[config.mk]
export PLATFORM = sky130hd
export DESIGN_NAME = cmd_interp
export DESIGN_NICKNAME = d
export VERILOG_FILES = /design/src/rtl/cmdi_pkg.sv /design/src/rtl/cmdi_decode.sv /design/src/rtl/cmdi_assembler.sv /design/src/rtl/cmdi_regbank.sv /design/src/rtl/cmdi_lut_port.sv /design/src/rtl/cmd_interp.sv
export SDC_FILE = /design/constraint.sdc
export NUM_CORES = 1
export LEC_CHECK = 0
export BUFFER_PORTS_ARGS = -buffer_cell sky130_fd_sc_hd__buf_4
export CAP_MARGIN = 20
export CORE_MARGIN = 2
export CORE_UTILIZATION = 49
export DETAILED_ROUTE_END_ITERATION = 12
export HOLD_SLACK_MARGIN = 0.06
export PLACE_DENSITY_LB_ADDON = 0.12
export SLEW_MARGIN = 25
export SYNTH_ARGS = -nofsm -noshare
export SYNTH_HDL_FRONTEND = slang
export SYNTH_HIERARCHICAL = 1
export SYNTH_SLANG_ARGS = --single-unit
[constraint.sdc]
create_clock -name clk -period 2.05 [get_ports clk]
set_clock_uncertainty 0.1 [all_clocks]
set_input_delay 0.41 -clock clk [delete_from_list [all_inputs] [get_ports clk]]
set_output_delay 0.41 -clock clk [all_outputs]
set_load 0.005 [all_outputs]
[src/rtl/cmdi_pkg.sv]
package cmdi_pkg;
  localparam int PAY_W = 7;

  typedef enum logic [1:0] {ST_IDLE = 2'd0, ST_REG = 2'd1, ST_LUT = 2'd2} mode_e;
  typedef enum logic [1:0] {K_DATA = 2'd0, K_REG = 2'd1, K_LUT = 2'd2, K_BAD = 2'd3} kind_e;

  function automatic logic byte_is_cmd(input logic [7:0] b);
    return ~b[7];
  endfunction

  function automatic logic [PAY_W-1:0] byte_payload(input logic [7:0] b);
    return b[PAY_W-1:0];
  endfunction

  function automatic int groups_for(input int width);
    return (width + PAY_W - 1) / PAY_W;
  endfunction
endpackage

[src/rtl/cmdi_decode.sv]
module cmdi_decode
  import cmdi_pkg::*;
#(
  parameter int NUM_REGS = 4,
  parameter int LUT_CODE = 127,
  parameter int SEL_W    = 2
) (
  input  logic [7:0]       byte_in,
  output kind_e            kind,
  output logic [SEL_W-1:0] sel
);
  logic [PAY_W-1:0] code;

  always_comb begin
    code = byte_payload(byte_in);
    sel  = '0;
    if (!byte_is_cmd(byte_in)) begin
      kind = K_DATA;
    end else if (int'(code) < NUM_REGS) begin
      kind = K_REG;
      sel  = SEL_W'(code);
    end else if (int'(code) == LUT_CODE) begin
      kind = K_LUT;
    end else begin
      kind = K_BAD;
    end
  end
endmodule

[src/rtl/cmdi_assembler.sv]
module cmdi_assembler
  import cmdi_pkg::*;
#(
  parameter int WORD_W = 16
) (
  input  logic              clk,
  input  logic              rst_n,
  input  logic              clear,
  input  logic              shift,
  input  logic [PAY_W-1:0]  payload,
  output logic              done,
  output logic [WORD_W-1:0] word
);
  localparam int NB    = groups_for(WORD_W);
  localparam int ACC_W = NB * PAY_W;
  localparam int CW    = (NB > 1) ? $clog2(NB + 1) : 1;

  logic [ACC_W-1:0] acc_q;
  logic [ACC_W-1:0] full;
  logic [CW-1:0]    cnt_q;

  always_comb begin
    full = (acc_q << PAY_W) | ACC_W'(payload);
    word = full[WORD_W-1:0];
    done = shift && (int'(cnt_q) == NB - 1);
  end

  always_ff @(posedge clk or negedge rst_n) begin
    if (!rst_n) begin
      acc_q <= '0;
      cnt_q <= '0;
    end else if (clear || done) begin
      acc_q <= '0;
      cnt_q <= '0;
    end else if (shift) begin
      acc_q <= full;
      cnt_q <= cnt_q + 1'b1;
    end
  end
endmodule

[src/rtl/cmdi_regbank.sv]
module cmdi_regbank #(
  parameter int NUM_REGS = 4,
  parameter int REG_W    = 16,
  parameter int SEL_W    = 2
) (
  input  logic                      clk,
  input  logic                      rst_n,
  input  logic                      we,
  input  logic [SEL_W-1:0]          sel,
  input  logic [REG_W-1:0]          wdata,
  output logic [NUM_REGS*REG_W-1:0] regs_flat
);
  for (genvar g = 0; g < NUM_REGS; g++) begin : g_reg
    logic [REG_W-1:0] val_q;
    always_ff @(posedge clk or negedge rst_n) begin
      if (!rst_n) val_q <= '0;
      else if (we && (int'(sel) == g)) val_q <= wdata;
    end
    assign regs_flat[g*REG_W +: REG_W] = val_q;
  end
endmodule

[src/rtl/cmdi_lut_port.sv]
module cmdi_lut_port #(
  parameter int LUT_AW = 8,
  parameter int LUT_DW = 14
) (
  input  logic              clk,
  input  logic              rst_n,
  input  logic              start,
  input  logic              wr,
  input  logic [LUT_DW-1:0] wdata,
  output logic              ram_we,
  output logic [LUT_AW-1:0] ram_addr,
  output logic [LUT_DW-1:0] ram_wdata,
  output logic [LUT_AW-1:0] addr_cnt
);
  always_ff @(posedge clk or negedge rst_n) begin
    if (!rst_n) begin
      addr_cnt  <= '0;
      ram_we    <= 1'b0;
      ram_addr  <= '0;
      ram_wdata <= '0;
    end else begin
      ram_we <= wr;
      if (start) begin
        addr_cnt <= '0;
      end else if (wr) begin
        addr_cnt  <= addr_cnt + 1'b1;
        ram_addr  <= addr_cnt;
        ram_wdata <= wdata;
      end
    end
  end
endmodule

[src/rtl/cmd_interp.sv]
module cmd_interp
  import cmdi_pkg::*;
#(
  parameter int NUM_REGS = 4,
  parameter int REG_W    = 16,
  parameter int LUT_AW   = 8,
  parameter int LUT_DW   = 14,
  parameter int LUT_CODE = 127
) (
  input  logic                      clk,
  input  logic                      rst_n,
  input  logic                      rx_valid,
  input  logic [7:0]                rx_byte,
  output logic [NUM_REGS*REG_W-1:0] cfg_regs,
  output logic                      ram_we,
  output logic [LUT_AW-1:0]         ram_addr,
  output logic [LUT_DW-1:0]         ram_wdata
);
  localparam int SEL_W = (NUM_REGS > 1) ? $clog2(NUM_REGS) : 1;

  mode_e            mode_q;
  logic [SEL_W-1:0] sel_q;
  kind_e            kind;
  logic [SEL_W-1:0] dec_sel;
  logic             cmd_evt, data_evt;
  logic             reg_shift, lut_shift;
  logic             reg_wr_evt, lut_wr_evt, lut_enter_evt;
  logic [REG_W-1:0] reg_word;
  logic [LUT_DW-1:0] lut_word;
  logic [LUT_AW-1:0] addr_cnt;
  logic [PAY_W-1:0]  pay;

  cmdi_decode #(.NUM_REGS(NUM_REGS), .LUT_CODE(LUT_CODE), .SEL_W(SEL_W)) i_dec (
    .byte_in(rx_byte), .kind(kind), .sel(dec_sel)
  );

  always_comb begin
    pay           = byte_payload(rx_byte);
    cmd_evt       = rx_valid && (kind != K_DATA);
    data_evt      = rx_valid && (kind == K_DATA);
    reg_shift     = data_evt && (mode_q == ST_REG);
    lut_shift     = data_evt && (mode_q == ST_LUT);
    lut_enter_evt = cmd_evt && (kind == K_LUT);
  end

  always_ff @(posedge clk or negedge rst_n) begin
    if (!rst_n) begin
      mode_q <= ST_IDLE;
      sel_q  <= '0;
    end else if (cmd_evt) begin
      unique case (kind)
        K_REG: begin
          mode_q <= ST_REG;
          sel_q  <= dec_sel;
        end
        K_LUT:   mode_q <= ST_LUT;
        default: mode_q <= ST_IDLE;
      endcase
    end
  end

  cmdi_assembler #(.WORD_W(REG_W)) i_reg_asm (
    .clk(clk), .rst_n(rst_n), .clear(cmd_evt), .shift(reg_shift),
    .payload(pay), .done(reg_wr_evt), .word(reg_word)
  );

  cmdi_assembler #(.WORD_W(LUT_DW)) i_lut_asm (
    .clk(clk), .rst_n(rst_n), .clear(cmd_evt), .shift(lut_shift),
    .payload(pay), .done(lut_wr_evt), .word(lut_word)
  );

  cmdi_regbank #(.NUM_REGS(NUM_REGS), .REG_W(REG_W), .SEL_W(SEL_W)) i_bank (
    .clk(clk), .rst_n(rst_n), .we(reg_wr_evt), .sel(sel_q),
    .wdata(reg_word), .regs_flat(cfg_regs)
  );

  cmdi_lut_port #(.LUT_AW(LUT_AW), .LUT_DW(LUT_DW)) i_lut (
    .clk(clk), .rst_n(rst_n), .start(lut_enter_evt), .wr(lut_wr_evt),
    .wdata(lut_word), .ram_we(ram_we), .ram_addr(ram_addr),
    .ram_wdata(ram_wdata), .addr_cnt(addr_cnt)
  );
endmodule

==> results.py <==
metrics = {
    "worst_setup_path": {
        "r2r_start": "mode_q[1]",
        "crit_path_launch_type": "input port",
        "crit_chain": "buf_8 -> or4_4 -> o21ba_4 -> nor2_4 -> and4b_1 -> and2_4 -> nor3b_4 -> buf_6 -> mux2_4",
        "cp_slowest_cell": "sky130_fd_sc_hd__or4_4",
        "worstPathRequired_ns": 2.34,
        "cp_data_arrival_time_ns": 2.54,
        "worst_r2r_path_depth": 5,
        "r2r_slack_ns": 0.21,
        "critical_path.endpoint_type": "flop",
        "critical_path_peak_fanout": 6,
        "crit-reg2reg-capture": "i_bank/g_reg[0].val_q[4]",
        "max_stage_delay_ns": 0.54,
        "setup.worst_path.class": "in2reg",
    },
    "cts": {
        "tritoncts.num_buffers": 17,
        "number_of_buffers_on_the_longest_clock_path": 2,
        "tritoncts": "built",
        "cts.htree.levels": 4,
        "clk_transition_reported_paths_ns": 0.06,
        "numClockSinks": 119,
        "worstSkewPairLatency_ns": 0.51,
        "clockRootBuffer": "sky130_fd_sc_hd__clkbuf_8",
    },
    "global_route": {
        "grt_use_total_pct": 21.8,
        "global_route.overflow_total": 0,
        "grt_start_max_net_pins": 39,
        "grt_most_used_layer": "met2",
        "met2_usage_pct": 34.4,
        "antenna_found_initial": 0,
        "grt_pass1_vias": 3316,
        "grt.met3_usage_pct": 5.66,
        "grt_use_met1_pct": 30.0,
        "grt_pass1_wl_mm": 18.2,
    },
    "finish": {
        "final_cell_mix": "sky130_fd_sc_hd__buf_4 (121), sky130_fd_sc_hd__dfrtp_1 (119), sky130_fd_sc_hd__mux2_2 (53)",
        "multi_input_area_mm2": 0.00184,
        "flow.area_growth_from_synthesis_pct": 40.1,
        "final_cell_area_mm2": 0.00681,
        "antenna-diode-count": 0,
        "most_common_cell_after_layout_fill_and_taps_aside": "sky130_fd_sc_hd__buf_4",
        "layout.core_utilization_pct": 70.3,
        "seqCellArea_mm2": 0.00298,
        "drive_above_1_share_pct": 61.1,
        "fillerInstances": 679,
        "fin_nets": 469,
    },
    "floorplanning": {
        "fp.coreArea_mm2": 0.00968,
        "ioPinCount": 98,
        "initial_core_util_pct": 50.2,
        "fp-row-count": 36,
        "die_h_um": 104,
        "die-width_um": 104,
        "full_die_area_mm2": 0.0107,
    },
    "hold_path": {
        "hold_class": "in2reg",
        "holdPathEnd": "i_bank/g_reg[0].val_q[3]",
        "worstHoldStart": "rx_byte[3]",
        "hold_path_depth": 3,
    },
    "synthesis": {
        "post_synth_num_cell_types": 41,
        "synth-xor-area-share_pct": 0.721,
        "synth_adder_area_share_pct": 0.773,
        "seq_area_frac_synth_pct": 61.3,
        "synth_mux_area_share_pct": 20.8,
        "synth_top_family_by_area": "multiplexers",
        "synth_compound_area_share_pct": 5.38,
        "net_count_synth": 333,
        "ys_warn_count": 6,
        "syn-cell-area_mm2": 0.00486,
        "synth_seq_cells": 119,
        "synth_simple_gate_area_share_pct": 6.41,
        "synthCells": 319,
        "synth.avg_cell_area_um2": 15.2,
    },
    "timing": {
        "final_hold_viol_count": 0,
        "final-setup-viol-count": 91,
        "rsz_0062_raised_after_global_routing": "yes",
        "setup_total_negative_slack_ns": -9.88,
        "max_freq_ghz": 0.446,
        "min_period_over_period_pct": 109,
        "min_period_ns": 2.24,
        "finalMaxSlewViolations": 0,
        "final_critical_path_setup_slack_ns": -0.194,
        "slew_headroom_pct": 48.4,
        "whs_ns": 0.172,
        "tightestPinTransition_ns": 0.771,
    },
    "power_and_ir_drop": {
        "seq_power_share_pct": 43.2,
        "p_leak_uw": 0.00354,
        "clock_power_share_pct": 52.4,
        "powerDensity_mw_per_mm2": 816,
        "max-vdd-ir-drop_uv": 591,
        "cellInternalPower_uw": 4350,
        "comb_power_share_pct": 4.4,
        "p_switching_uw": 1200,
        "power.share.switching_pct": 21.6,
    },
    "placement": {
        "buffer_ports.inserted": 97,
        "routabilityCongestion": 0.783,
        "dp_hpwl_mm": 7.27,
        "place_worst_setup_slack_ns": -0.758,
        "placed_cell_area_mm2": 0.00602,
    },
    "status": {
        "outcome": "finished, violations left",
        "violations_in_the_final_reports": "setup timing",
    },
    "routing": {
        "detail_route.first_pass.iterations": 4,
        "drc_errors_left": 0,
        "drt-initial-drc-count": 188,
        "drt.antenna.violating_nets": 0,
        "routed_wl_mm": 11.0,
        "vias": 3134,
        "viasPerCell": 5.21,
        "route.detailed.wl_per_inst_um": 18.3,
    },
    "run": {
        "max_cap_violations": 0,
    },
}
-- power by group through the flow --
stage,registers (uW),logic (uW),clock network [uW]
after floorplan,2430,105,0
after global placement,2440,231,0
after detailed placement,2440,237,0
after CTS,2400,249,2950
after global routing,2400,271,3060
final,2400,247,2910
-- flip-flops by register name (all words and copies together), names as in the netlist --
signal and cells:
sel_q 2, i_reg_asm/cnt_q 2, i_lut/ram_addr 8, i_lut/addr_cnt 8, mode_q 2, i_lut_asm/acc_q 7
i_lut_asm/cnt_q 2, i_reg_asm/acc_q 9, i_lut/ram_wdata 14, i_lut/ram_we 1, i_bank/g.val_q 64
-- cells by family after synthesis --
| logic type | count (synthesis) |
|---|---|
| AO/OA/AOI/OAI | 32 |
| XOR/XNOR | 4 |
| adder cells (fa/ha/maj) | 3 |
| buffers and inverters | 31 |
| flip-flops | 119 |
| multiplexers | 89 |
| AND/OR/NAND/NOR | 41 |
-- metal layers --
metal	up-vias	wire length [um]
met2	81	5280
li1	1432	-
met1	1614	5080
met4	0	87
met3	7	519
met5	-	0
-- Yosys cell counts --
library cell               instances  area, um^2
sky130_fd_sc_hd__clkbuf_2          1        5.00
sky130_fd_sc_hd__nor2_1            9        33.8
sky130_fd_sc_hd__mux2_4            2        30.0
sky130_fd_sc_hd__mux2_1            1        11.3
sky130_fd_sc_hd__nor4b_1           2        17.5
sky130_fd_sc_hd__nand2b_1          1        6.26
sky130_fd_sc_hd__nand4_1           2        12.5
sky130_fd_sc_hd__ha_1              3        37.5
sky130_fd_sc_hd__nor2_2            2        12.5
sky130_fd_sc_hd__and4b_1           2        20.0
sky130_fd_sc_hd__o21ba_2           1        10.0
sky130_fd_sc_hd__mux2_2           85         957
sky130_fd_sc_hd__dfrtp_1         119        2980
sky130_fd_sc_hd__o21ai_0           3        15.0
sky130_fd_sc_hd__or4_4             1        11.3
sky130_fd_sc_hd__nand4_4           1        21.3
sky130_fd_sc_hd__and2_1            2        12.5
sky130_fd_sc_hd__xor2_1            3        26.3
sky130_fd_sc_hd__nand3_1           2        10.0
sky130_fd_sc_hd__a41oi_1           1        8.76
sky130_fd_sc_hd__nor3b_4           1        18.8
sky130_fd_sc_hd__nor2b_1           1        6.26
sky130_fd_sc_hd__inv_1             4        15.0
sky130_fd_sc_hd__nand3_2           1        10.0
sky130_fd_sc_hd__nand2_1           3        11.3
sky130_fd_sc_hd__a32o_1           17         170
sky130_fd_sc_hd__nor2b_4           1        13.8
sky130_fd_sc_hd__or3_1             3        18.8
sky130_fd_sc_hd__a31o_2            2        17.5
sky130_fd_sc_hd__buf_4            17         128
sky130_fd_sc_hd__and4_1            1        8.76
sky130_fd_sc_hd__xnor2_1           1        8.76
sky130_fd_sc_hd__nand3b_2          2        22.5
sky130_fd_sc_hd__buf_2             4        20.0
sky130_fd_sc_hd__or3b_1            1        8.76
sky130_fd_sc_hd__mux2i_1           1        10.0
sky130_fd_sc_hd__clkbuf_8          1        13.8
sky130_fd_sc_hd__a21oi_1           8        40.0
sky130_fd_sc_hd__nand3b_4          1        20.0
sky130_fd_sc_hd__nor3b_1           2        15.0
sky130_fd_sc_hd__buf_6             4        45.0
-- worst max path at each step --
stage,start,endpoint,slack (ns)
after detailed placement,rx_byte[5],i_bank/g_reg[0].val_q[10],-0.76
after global routing,rx_byte[3],i_bank/g_reg[0].val_q[1],-0.23
after floorplan,rx_byte[5],i_bank/g_reg[0].val_q[10],-0.90
after global placement,rx_byte[5],i_bank/g_reg[0].val_q[14],-0.69
after CTS,rx_byte[3],i_bank/g_reg[0].val_q[1],-0.17
final,rx_byte[3],i_bank/g_reg[0].val_q[4],-0.19
-- worst max-delay path: cells and delay by family --
family,cells,cell delay (ns)
simple gates,5,1.29
compound gates,1,0.22
mux,1,0.31
buf+inv,2,0.30
-- through the flow --
step                      instances  total power, uW
after floorplan                 319             2540
after global placement          559             2670
after detailed placement        559             2680
after CTS                       602             5600
after global routing            601             5730
final                           601             5550
-- final cells by class --
type,instances,share of cell area (%)
clock buffer,18,6.29
clock inverter,14,2.32
inverter,4,0.221
sequential,119,43.7
multi-input combinational,169,27.1
timing repair buffer,144,17.9
tap,133,2.44
-- repair_timing --
| action | CTS | global route |
|---|---|---|
| gates cloned | 2 | 0 |
| setup endpoints to repair | 90 | 104 |
| setup buffers | 8 | 1 |
| hold buffers | 2 | 0 |
| hold endpoints to repair | 36 | 0 |
| pin swaps | 7 | 6 |
| gates resized for setup | 26 | 12 |
Note: power is estimated with default switching activity, not from simulation.
